File: src/rtl/winstat_pkg.sv
package winstat_pkg;
    localparam int PIX_W  = 8;
    localparam int LANES  = 4;
    localparam int WORD_W = PIX_W * LANES;

    typedef enum logic {
        MODE_STAT = 1'b0,
        MODE_CORR = 1'b1
    } win_mode_e;
endpackage

File: src/rtl/winstat_lanes.sv
module winstat_lanes
    import winstat_pkg::*;
#(
    parameter int NL = LANES,
    parameter int PW = PIX_W
) (
    input  logic [NL*PW-1:0]             word_a,
    input  logic [NL*PW-1:0]             word_b,
    input  logic [NL-1:0]                lane_en,
    output logic [PW+$clog2(NL)-1:0]     sum,
    output logic [2*PW+$clog2(NL)-1:0]   sq,
    output logic [2*PW+$clog2(NL)-1:0]   prod
);
    localparam int S_W = PW + $clog2(NL);
    localparam int Q_W = 2 * PW + $clog2(NL);

    logic [PW-1:0]   pa  [NL];
    logic [PW-1:0]   pb  [NL];
    logic [2*PW-1:0] paa [NL];
    logic [2*PW-1:0] pab [NL];

    for (genvar g = 0; g < NL; g++) begin : g_lane
        // lanes past the window end are forced to zero
        assign pa[g]  = lane_en[g] ? word_a[g*PW +: PW] : '0;
        assign pb[g]  = lane_en[g] ? word_b[g*PW +: PW] : '0;
        assign paa[g] = pa[g] * pa[g];
        assign pab[g] = pa[g] * pb[g];
    end

    always_comb begin
        sum  = '0;
        sq   = '0;
        prod = '0;
        for (int i = 0; i < NL; i++) begin
            sum  = sum  + S_W'(pa[i]);
            sq   = sq   + Q_W'(paa[i]);
            prod = prod + Q_W'(pab[i]);
        end
    end
endmodule

File: src/rtl/winstat_ofifo.sv
module winstat_ofifo #(
    parameter int DEPTH = 4,
    parameter int DW    = 32
) (
    input  logic                       clk,
    input  logic                       rst_n,
    input  logic [1:0]                 wr_n,
    input  logic [DW-1:0]              wr_d0,
    input  logic [DW-1:0]              wr_d1,
    input  logic                       rd_en,
    output logic [DW-1:0]              rd_d,
    output logic [$clog2(DEPTH+1)-1:0] count
);
    localparam int PTR_W = (DEPTH > 1) ? $clog2(DEPTH) : 1;
    localparam int CNT_W = $clog2(DEPTH + 1);

    typedef struct packed {
        logic [PTR_W-1:0] wp;
        logic [PTR_W-1:0] rp;
        logic [CNT_W-1:0] cnt;
    } fifo_st_t;

    fifo_st_t st_d, st_q;
    logic [DW-1:0] mem [DEPTH];

    function automatic logic [PTR_W-1:0] adv(input logic [PTR_W-1:0] p, input int n);
        int s;
        s = int'(p) + n;
        if (s >= DEPTH) s = s - DEPTH;
        return PTR_W'(s);
    endfunction

    always_comb begin
        st_d     = st_q;
        st_d.wp  = adv(st_q.wp, int'(wr_n));
        st_d.rp  = rd_en ? adv(st_q.rp, 1) : st_q.rp;
        st_d.cnt = st_q.cnt + CNT_W'(wr_n) - CNT_W'(rd_en);
    end

    always_ff @(posedge clk) begin
        if (!rst_n) st_q <= '0;
        else        st_q <= st_d;
    end

    always_ff @(posedge clk) begin
        if (wr_n != 2'd0) mem[st_q.wp]         <= wr_d0;
        if (wr_n == 2'd2) mem[adv(st_q.wp, 1)] <= wr_d1;
    end

    assign rd_d  = mem[st_q.rp];
    assign count = st_q.cnt;

    AST_FIFO_NO_OVERFLOW: assert property (@(posedge clk) disable iff (!rst_n)
        (wr_n != 2'd0) |-> (int'(st_q.cnt) + int'(wr_n) <= DEPTH + int'(rd_en)));
    AST_FIFO_NO_UNDERFLOW: assert property (@(posedge clk) disable iff (!rst_n)
        rd_en |-> (st_q.cnt != '0));
endmodule

File: src/rtl/winstat_accel.sv
module winstat_accel
    import winstat_pkg::*;
#(
    parameter int N_PIX      = 121,
    parameter int FIFO_DEPTH = 4
) (
    input  logic              clk,
    input  logic              rst_n,
    input  logic              in_valid,
    output logic              in_ready,
    input  logic [WORD_W-1:0] in_data,
    input  logic              mode_sel,
    output logic              out_valid,
    input  logic              out_ready,
    output logic [WORD_W-1:0] out_data
);
    localparam int WORDS      = (N_PIX + LANES - 1) / LANES;
    localparam int LAST_LANES = N_PIX - LANES * (WORDS - 1);
    localparam logic [LANES-1:0] LAST_MASK = LANES'((1 << LAST_LANES) - 1);
    localparam int ACC_A_W    = $clog2(N_PIX * 255 + 1);
    localparam int ACC_B_W    = $clog2(N_PIX * 65025 + 1);
    localparam int CNT_W      = $clog2(2 * WORDS);
    localparam int FCNT_W     = $clog2(FIFO_DEPTH + 1);
    localparam int L_SUM_W    = PIX_W + $clog2(LANES);
    localparam int L_SQ_W     = 2 * PIX_W + $clog2(LANES);

    typedef struct packed {
        logic [CNT_W-1:0]   cnt;
        win_mode_e          mode;
        logic [WORD_W-1:0]  held;
        logic [ACC_A_W-1:0] acc_a;
        logic [ACC_B_W-1:0] acc_b;
    } win_st_t;

    win_st_t st_d, st_q;

    logic               accept;
    win_mode_e          cur_mode;
    logic [CNT_W-1:0]   blk;
    logic [LANES-1:0]   lane_en;
    logic               win_end;
    logic [ACC_A_W-1:0] new_a;
    logic [ACC_B_W-1:0] new_b;
    logic [1:0]         push_n;
    logic [WORD_W-1:0]  push_d0, push_d1;
    logic [L_SUM_W-1:0] l_sum;
    logic [L_SQ_W-1:0]  l_sq, l_prod;
    logic [FCNT_W-1:0]  fcount;
    logic               rd_en;

    winstat_lanes #(.NL(LANES), .PW(PIX_W)) u_lanes (
        .word_a  (in_data),
        .word_b  (st_q.held),
        .lane_en (lane_en),
        .sum     (l_sum),
        .sq      (l_sq),
        .prod    (l_prod)
    );

    // keep two free entries so a statistics result pair always fits
    assign in_ready  = (int'(fcount) <= FIFO_DEPTH - 2);
    assign accept    = in_valid && in_ready;
    assign out_valid = (fcount != '0);
    assign rd_en     = out_valid && out_ready;

    always_comb begin
        st_d     = st_q;
        push_n   = 2'd0;
        push_d0  = '0;
        push_d1  = '0;
        cur_mode = (st_q.cnt == '0) ? win_mode_e'(mode_sel) : st_q.mode;
        blk      = (cur_mode == MODE_CORR) ? (st_q.cnt >> 1) : st_q.cnt;
        lane_en  = (blk == CNT_W'(WORDS - 1)) ? LAST_MASK : '1;
        win_end  = (cur_mode == MODE_CORR) ? (st_q.cnt == CNT_W'(2 * WORDS - 1))
                                           : (st_q.cnt == CNT_W'(WORDS - 1));
        new_a    = st_q.acc_a;
        new_b    = st_q.acc_b;
        if (cur_mode == MODE_STAT) begin
            new_a = st_q.acc_a + ACC_A_W'(l_sum);
            new_b = st_q.acc_b + ACC_B_W'(l_sq);
        end else if (st_q.cnt[0]) begin
            new_b = st_q.acc_b + ACC_B_W'(l_prod);
        end

        if (accept) begin
            st_d.mode = cur_mode;
            if (cur_mode == MODE_CORR && !st_q.cnt[0]) st_d.held = in_data;
            if (win_end) begin
                st_d.cnt   = '0;
                st_d.acc_a = '0;
                st_d.acc_b = '0;
                if (cur_mode == MODE_STAT) begin
                    push_n  = 2'd2;
                    push_d0 = WORD_W'(new_a);
                    push_d1 = WORD_W'(new_b);
                end else begin
                    push_n  = 2'd1;
                    push_d0 = WORD_W'(new_b);
                end
            end else begin
                st_d.cnt   = st_q.cnt + 1'b1;
                st_d.acc_a = new_a;
                st_d.acc_b = new_b;
            end
        end
    end

    always_ff @(posedge clk) begin
        if (!rst_n) begin
            st_q      <= '0;
            st_q.mode <= MODE_STAT;
        end else begin
            st_q <= st_d;
        end
    end

    winstat_ofifo #(.DEPTH(FIFO_DEPTH), .DW(WORD_W)) u_ofifo (
        .clk   (clk),
        .rst_n (rst_n),
        .wr_n  (push_n),
        .wr_d0 (push_d0),
        .wr_d1 (push_d1),
        .rd_en (rd_en),
        .rd_d  (out_data),
        .count (fcount)
    );

    AST_STALL_NEAR_FULL: assert property (@(posedge clk) disable iff (!rst_n)
        (int'(fcount) > FIFO_DEPTH - 2) |-> !in_ready);
    AST_OUT_HOLD: assert property (@(posedge clk) disable iff (!rst_n)
        (out_valid && !out_ready) |=> (out_valid && $stable(out_data)));
    AST_CNT_RANGE: assert property (@(posedge clk) disable iff (!rst_n)
        int'(st_q.cnt) < 2 * WORDS);
    AST_MODE_LATCHED: assert property (@(posedge clk) disable iff (!rst_n)
        (st_q.cnt != '0) |=> $stable(st_q.mode));
    AST_ACC_CLEARED: assert property (@(posedge clk) disable iff (!rst_n)
        (accept && win_end) |=> (st_q.acc_a == '0 && st_q.acc_b == '0));
    AST_SUM_BOUND: assert property (@(posedge clk) disable iff (!rst_n)
        int'(st_q.acc_a) <= N_PIX * 255);
endmodule

File: config.mk
export PLATFORM = sky130hd
export DESIGN_NAME = winstat_accel
export DESIGN_NICKNAME = d
export VERILOG_FILES = /design/src/rtl/winstat_pkg.sv /design/src/rtl/winstat_lanes.sv /design/src/rtl/winstat_ofifo.sv /design/src/rtl/winstat_accel.sv
export SDC_FILE = /design/constraint.sdc
export NUM_CORES = 2
export LEC_CHECK = 0
export CORE_MARGIN = 5
export CORE_UTILIZATION = 65
export DETAILED_ROUTE_END_ITERATION = 7
export GPL_ROUTABILITY_DRIVEN = 0
export PLACE_DENSITY = 0.92
export SLEW_MARGIN = 40
export SYNTH_ARGS = -nofsm -noshare
export SYNTH_HDL_FRONTEND = slang
export SYNTH_SLANG_ARGS = --single-unit
File: constraint.sdc
create_clock -name clk -period 26.8 [get_ports clk]
set_clock_uncertainty 0.2 [all_clocks]
set_input_delay 5.36 -clock clk [delete_from_list [all_inputs] [get_ports clk]]
set_output_delay 5.36 -clock clk [all_outputs]
set_load 0.02 [all_outputs]
# Word level (Yosys, flattened, before mapping)
# Memory sizes are Yosys's and may differ from the RTL's. A register that Yosys moved wholly into a read port is not among the register bits.
# Index checks and enable logic that the tools add are counted.
[op_classes]
n_addsub = 21
multipliers = 8
n_div = 0
magnitude_cmp = 4
eq_ne = 4
shift = 0
mux = 36
bitwise = 0
n_reduce_logical = 8
[op_table]
columns = ["operator", "count"]
rows = [
  ["2-to-1 mux 23 bit", 8],
  ["multiplier 8 x 8 -> 16 bit", 8],
  ["adder 18 x 16 -> 18 bit", 4],
  ["2-to-1 mux 8 bit", 8],
  ["adder 23 x 18 -> 23 bit", 2],
  ["2-to-1 mux 38 bit", 1],
  ["adder 16 x 16 -> 17 bit", 2],
  ["adder 10 x 8 -> 10 bit", 2],
  ["2-to-1 mux 2 bit", 9],
  ["adder 15 x 10 -> 15 bit", 1],
  ["2-to-1 mux 15 bit", 1],
  ["equality test 6 x 5 -> 1 bit (second input constant)", 2],
  ["2-to-1 mux 6 bit", 2],
  ["adder 8 x 8 -> 9 bit", 1],
  [">= comparator 3 bit (second input constant)", 3],
  ["adder 2 x 1 -> 3 bit (second input constant)", 2],
  ["adder 6 x 1 -> 6 bit (second input constant)", 1],
  ["equality test 6 bit (second input constant)", 1],
  ["zero test 6 bit", 1],
  ["2-to-1 mux 1 bit", 6],
  ["subtractor 2 x 1 -> 2 bit (second input constant)", 3],
  ["2-to-1 mux 4 bit", 1],
  ["adder 2 x 2 -> 3 bit", 1],
  ["adder 3 x 2 -> 3 bit", 1],
  ["8 further kinds", 10],
]
[word_totals]
reg_bits = 84
latchBits = 0
ram_bits = 92
rom_bits = 0
in_bits = 37
out_inout_bits = 34
elab_cells = 90
n_memories = 1
[mem_list]
columns = ["memory", "depth", "width", "rd", "rd_ports_with_merged_regs", "wr", "line_no", "text"]
rows = [
  ["u_ofifo.mem", 4, 23, 1, 1, 2, "winstat_ofifo.sv:24", "logic [DW-1:0] mem [DEPTH];"],
]

# Longest topological paths before layout
[depth]
depth_word = 16
ltp_mapped = 56
ltp_nobuf = 52

# Hierarchy
# A second synthesis with hierarchy kept.
[unflattened]
hier_cells = 3191
hier_area_um2 = 30628.1
[modules_own_cells]
columns = ["module", "instances", "cells_per_inst", "area_per_inst_um2", "seq_area_each_um2"]
rows = [
  ["winstat_lanes", 1, 2019, 17689.5, 0.0],
  ["winstat_ofifo", 1, 359, 6705.2, 4023.9],
  ["winstat_accel", 1, 813, 6233.5, 1541.5],
]

# Worst setup path after synthesis
# No wires, ideal clock.
[synth_path]
path_type = "input port to flip-flop"
from = "input mode_sel"
to = "memory u_ofifo.mem[3][22] (netlist name) (data pin)"
arrival_time_ns = 15.659
t_required_ns = 26.334
slack_ns = 10.675
path_stages = 48
path_cell_list = "mux2i_4 inv_2 or3_4 o21ai_0 nand4_1 clkbuf_1 clkbuf_1 clkbuf_1 and3_1 fa_1 inv_1 fa_1 inv_1 fa_1 fa_1 fa_1 inv_1 fa_1 [12 not listed] ha_1 or2_2 a21oi_1 a31oi_1 nand2_1 nand2b_1 a21oi_1 xnor2_1 ha_1 buf_1 nand4_1 nor3_1 nand2_1 o21ai_0 nand3_1 xor2_1 nand2b_1 o21ai_0"
[synth_lines]
columns = ["element", "line_no", "text"]
rows = [
  ["start: declaration", "winstat_accel.sv:12", "input logic mode_sel,"],
  ["end: declaration", "winstat_ofifo.sv:24", ""],
]

==> results.cfg <==
[outcome]
run_status = completed

[global_routing]
grt_pass1_wl_mm = 120
globalRouteOverflowTotal = 0
grtUsageTotal_pct = 31.6
first_global_vias = 23600
grt_max_degree = 202
number_of_antenna_violations_at_the_first_check_in_global_routing = 0

[routing]
drc = 0
drtPass1Iterations = 7
via_per_inst = 6.15
dr_total_vias = 22500
finalWirelength_mm = 73.2
drtIter0Drc = 2724
wl_per_cell_um = 20.0
number_of_antenna_violating_nets_in_the_routed_design = 0

[critical_path]
critPathTopFamily = adder cells
timing.critical_path.fanout_max = 201
slowest_delay_ns = 0.56
crit_path_start_kind = input port
ff2ff_setup_slack_ns = 12.25
endpoint_kind = flip-flop
type_of_the_worst_setup_path = input port to flip-flop
cp_num_buf_inv = 9
required_ns = 26.81
worstPathArrival_ns = 18.08
timing.critical_path.slowest_stage_cell = sky130_fd_sc_hd__inv_2
timing.critical_path.mode_cell = sky130_fd_sc_hd__fa_1

[synth]
yosys-top-cells-area = sky130_fd_sc_hd__fa_1 28%, sky130_fd_sc_hd__ha_1 14%, sky130_fd_sc_hd__edfxtp_1 9.9%
synthCells = 3102
synth-main-ff-cell = sky130_fd_sc_hd__edfxtp_1
yosys_warnings = 0
synth.yosys.seq_area_share_pct = 16.0
syn-cell-area_mm2 = 0.0280
most_frequent_cells_after_synthesis = 576 x sky130_fd_sc_hd__inv_1, 391 x sky130_fd_sc_hd__fa_1, 354 x sky130_fd_sc_hd__nand2_1, 316 x sky130_fd_sc_hd__ha_1, 176 x sky130_fd_sc_hd__and3_1
postSynthRegisterBits = 178
post-synth-top-area-fraction_pct = 28.0
avgSynthCellArea_um2 = 9.02
postSynth.asyncResetShare_pct = 0
synth.distinct_cells = 71
synth_most_common_cell = sky130_fd_sc_hd__inv_1
synth_top_cell_by_area = sky130_fd_sc_hd__fa_1
synth_enable_flop_cells = 92

[hold_path]
worst_hold_check_path_type = flip-flop to flip-flop

[timing]
tightestPinTransition_ns = 0.868
final_min_period_over_clock_period_pct = 67.4
fin_setup_tns_ns = 0
setup_viol = 0
finalHoldViolCount = 0
timing.max_slew.rel_slack_pct = 42.2
min_period_ns = 18.07
fmaxAchievable_ghz = 0.0553
rsz_0062_raised_after_global_routing = no
finalMaxSlewViolations = 0

[cells_and_area]
post-route-util_pct = 69.1
n_antenna_cell = 0
final_layout_size_suffix_gt1_share_pct = 3.64
area.growth.synth_to_final_pct = 5.79
final-instance-count-excl-fill = 3662
multi_input_comb_area_mm2 = 0.0208
ff_latch_area_mm2 = 0.00449
num-fill-cells = 2882
num-nets-final = 3808

[clock_tree]
cts-root-buf = sky130_fd_sc_hd__clkbuf_16
total_cts_buffers = 17
cts_htree_levels = 4
cts_setup_buffers = 0
worstSkewPairLatency_ns = 0.50
hold_buffers = 0
tritoncts_num_sinks = 178
post_cts.resized_instances = 0
clock_tree.buffer_depth = 2
cts_tree = done
cts.reportedPaths.clkPinSlew_ns = 0.09

[job]
drv.max_cap_violation_count = 0

[die]
number_of_placement_rows = 76
design.core.area_mm2 = 0.0429
io-pin-count = 71
die_y_extent_um = 218
die_x_um = 218
initial_cell_density_of_the_core_pct = 65.3
die-area_mm2 = 0.0473

[placed_design]
dp_hpwl_mm = 55.9
place.port_buffers = 61
numPlacedInstances = 3630
cell type report:
class                           instances  area share (%)
Clock buffer                           17            1.44
Tap cell                              585            2.47
Clock inverter                         15           0.676
Inverter                              579            7.34
Multi-Input combinational cell       2206            70.3
Sequential cell                       178            15.1
Timing Repair Buffer                   82            2.64
registers in the layout (all words and copies together), names as in the netlist, named ones only:
register and flops:
st_q 77, u_ofifo.count 3, u_ofifo.mem 92, u_ofifo.st_q 4
worst min-delay path: stages (launching register included):
cell	delay, ns
sky130_fd_sc_hd__dfxtp_1	0.32
sky130_fd_sc_hd__nand2_1	0.05
sky130_fd_sc_hd__a21oi_1	0.05
final timing paths:
kind,start,end,depth (start not counted)
max,mode_sel,u_ofifo.mem[2][22],47
min,st_q[23],st_q[23],2
max reg2reg,st_q[71],u_ofifo.mem[2][22],50
min reg2reg,st_q[23],st_q[23],2
stage by stage:
step | setup WS (ns) | instance area [um2] | hold WS [ns]
2_1_floorplan | 10.67 | 28000 | 0.241
3_3_place_gp | 8.89 | 29000 | 0.249
3_5_place_dp | 8.61 | 29000 | 0.262
4_1_cts | 8.95 | 29600 | 0.273
5_1_grt | 8.04 | 29600 | 0.294
6_report | 8.73 | 29600 | 0.273
cells by family (layout without fill, tap and decap cells):
logic type	count (synthesis)	after routing	synth area share [%]
simple gates	876	876	15.2
buf+inv	726	693	9.89
fa+ha+maj	707	707	42.1
compound gates	413	413	9.11
flops	178	178	16.0
xor+xnor	135	135	4.22
mux	66	66	3.47
other cells	1	9	0.0134
cell usage in the layout, fill, tap and decap left out, types with 7 or more instances in the layout:
cell type and n:
sky130_fd_sc_hd__a21oi_1 143, sky130_fd_sc_hd__o21bai_1 11, sky130_fd_sc_hd__mux4_2 23, sky130_fd_sc_hd__and3_1 175, sky130_fd_sc_hd__nand3_1 47, sky130_fd_sc_hd__or3_1 13, sky130_fd_sc_hd__xor2_1 52, sky130_fd_sc_hd__or2_2 7
sky130_fd_sc_hd__nor2_1 112, sky130_fd_sc_hd__and2_1 70, sky130_fd_sc_hd__o21ai_0 105, sky130_fd_sc_hd__clkdlybuf4s50_1 61, sky130_fd_sc_hd__ha_1 316, sky130_fd_sc_hd__edfxtp_1 92, sky130_fd_sc_hd__o211ai_1 12, sky130_fd_sc_hd__nand2b_1 22
sky130_fd_sc_hd__xnor2_1 83, sky130_fd_sc_hd__a211oi_1 14, sky130_fd_sc_hd__clkbuf_16 17, sky130_fd_sc_hd__nor3_1 22, sky130_fd_sc_hd__dfxtp_1 85, sky130_fd_sc_hd__conb_1 9, sky130_fd_sc_hd__o21a_1 13, sky130_fd_sc_hd__fa_1 391
sky130_fd_sc_hd__nand2_1 354, sky130_fd_sc_hd__a211o_1 7, sky130_fd_sc_hd__buf_4 20, sky130_fd_sc_hd__inv_1 575, sky130_fd_sc_hd__mux2i_1 36, sky130_fd_sc_hd__nand4_1 13, sky130_fd_sc_hd__a21o_1 46, sky130_fd_sc_hd__nor2b_1 19
sky130_fd_sc_hd__a31oi_1 9
routing by layer:
layer  wire length [um]  global-route usage (%)  part of all wire [%]
met5                  0                       0                     0
met3               7290                    7.01                    10
met2              35300                    53.1                    48
met4               5180                    19.0                   7.1
met1              25500                    37.3                    35
Power is not shown: default switching activity piles up to over one toggle a cycle in this logic, so the estimate is an artifact.
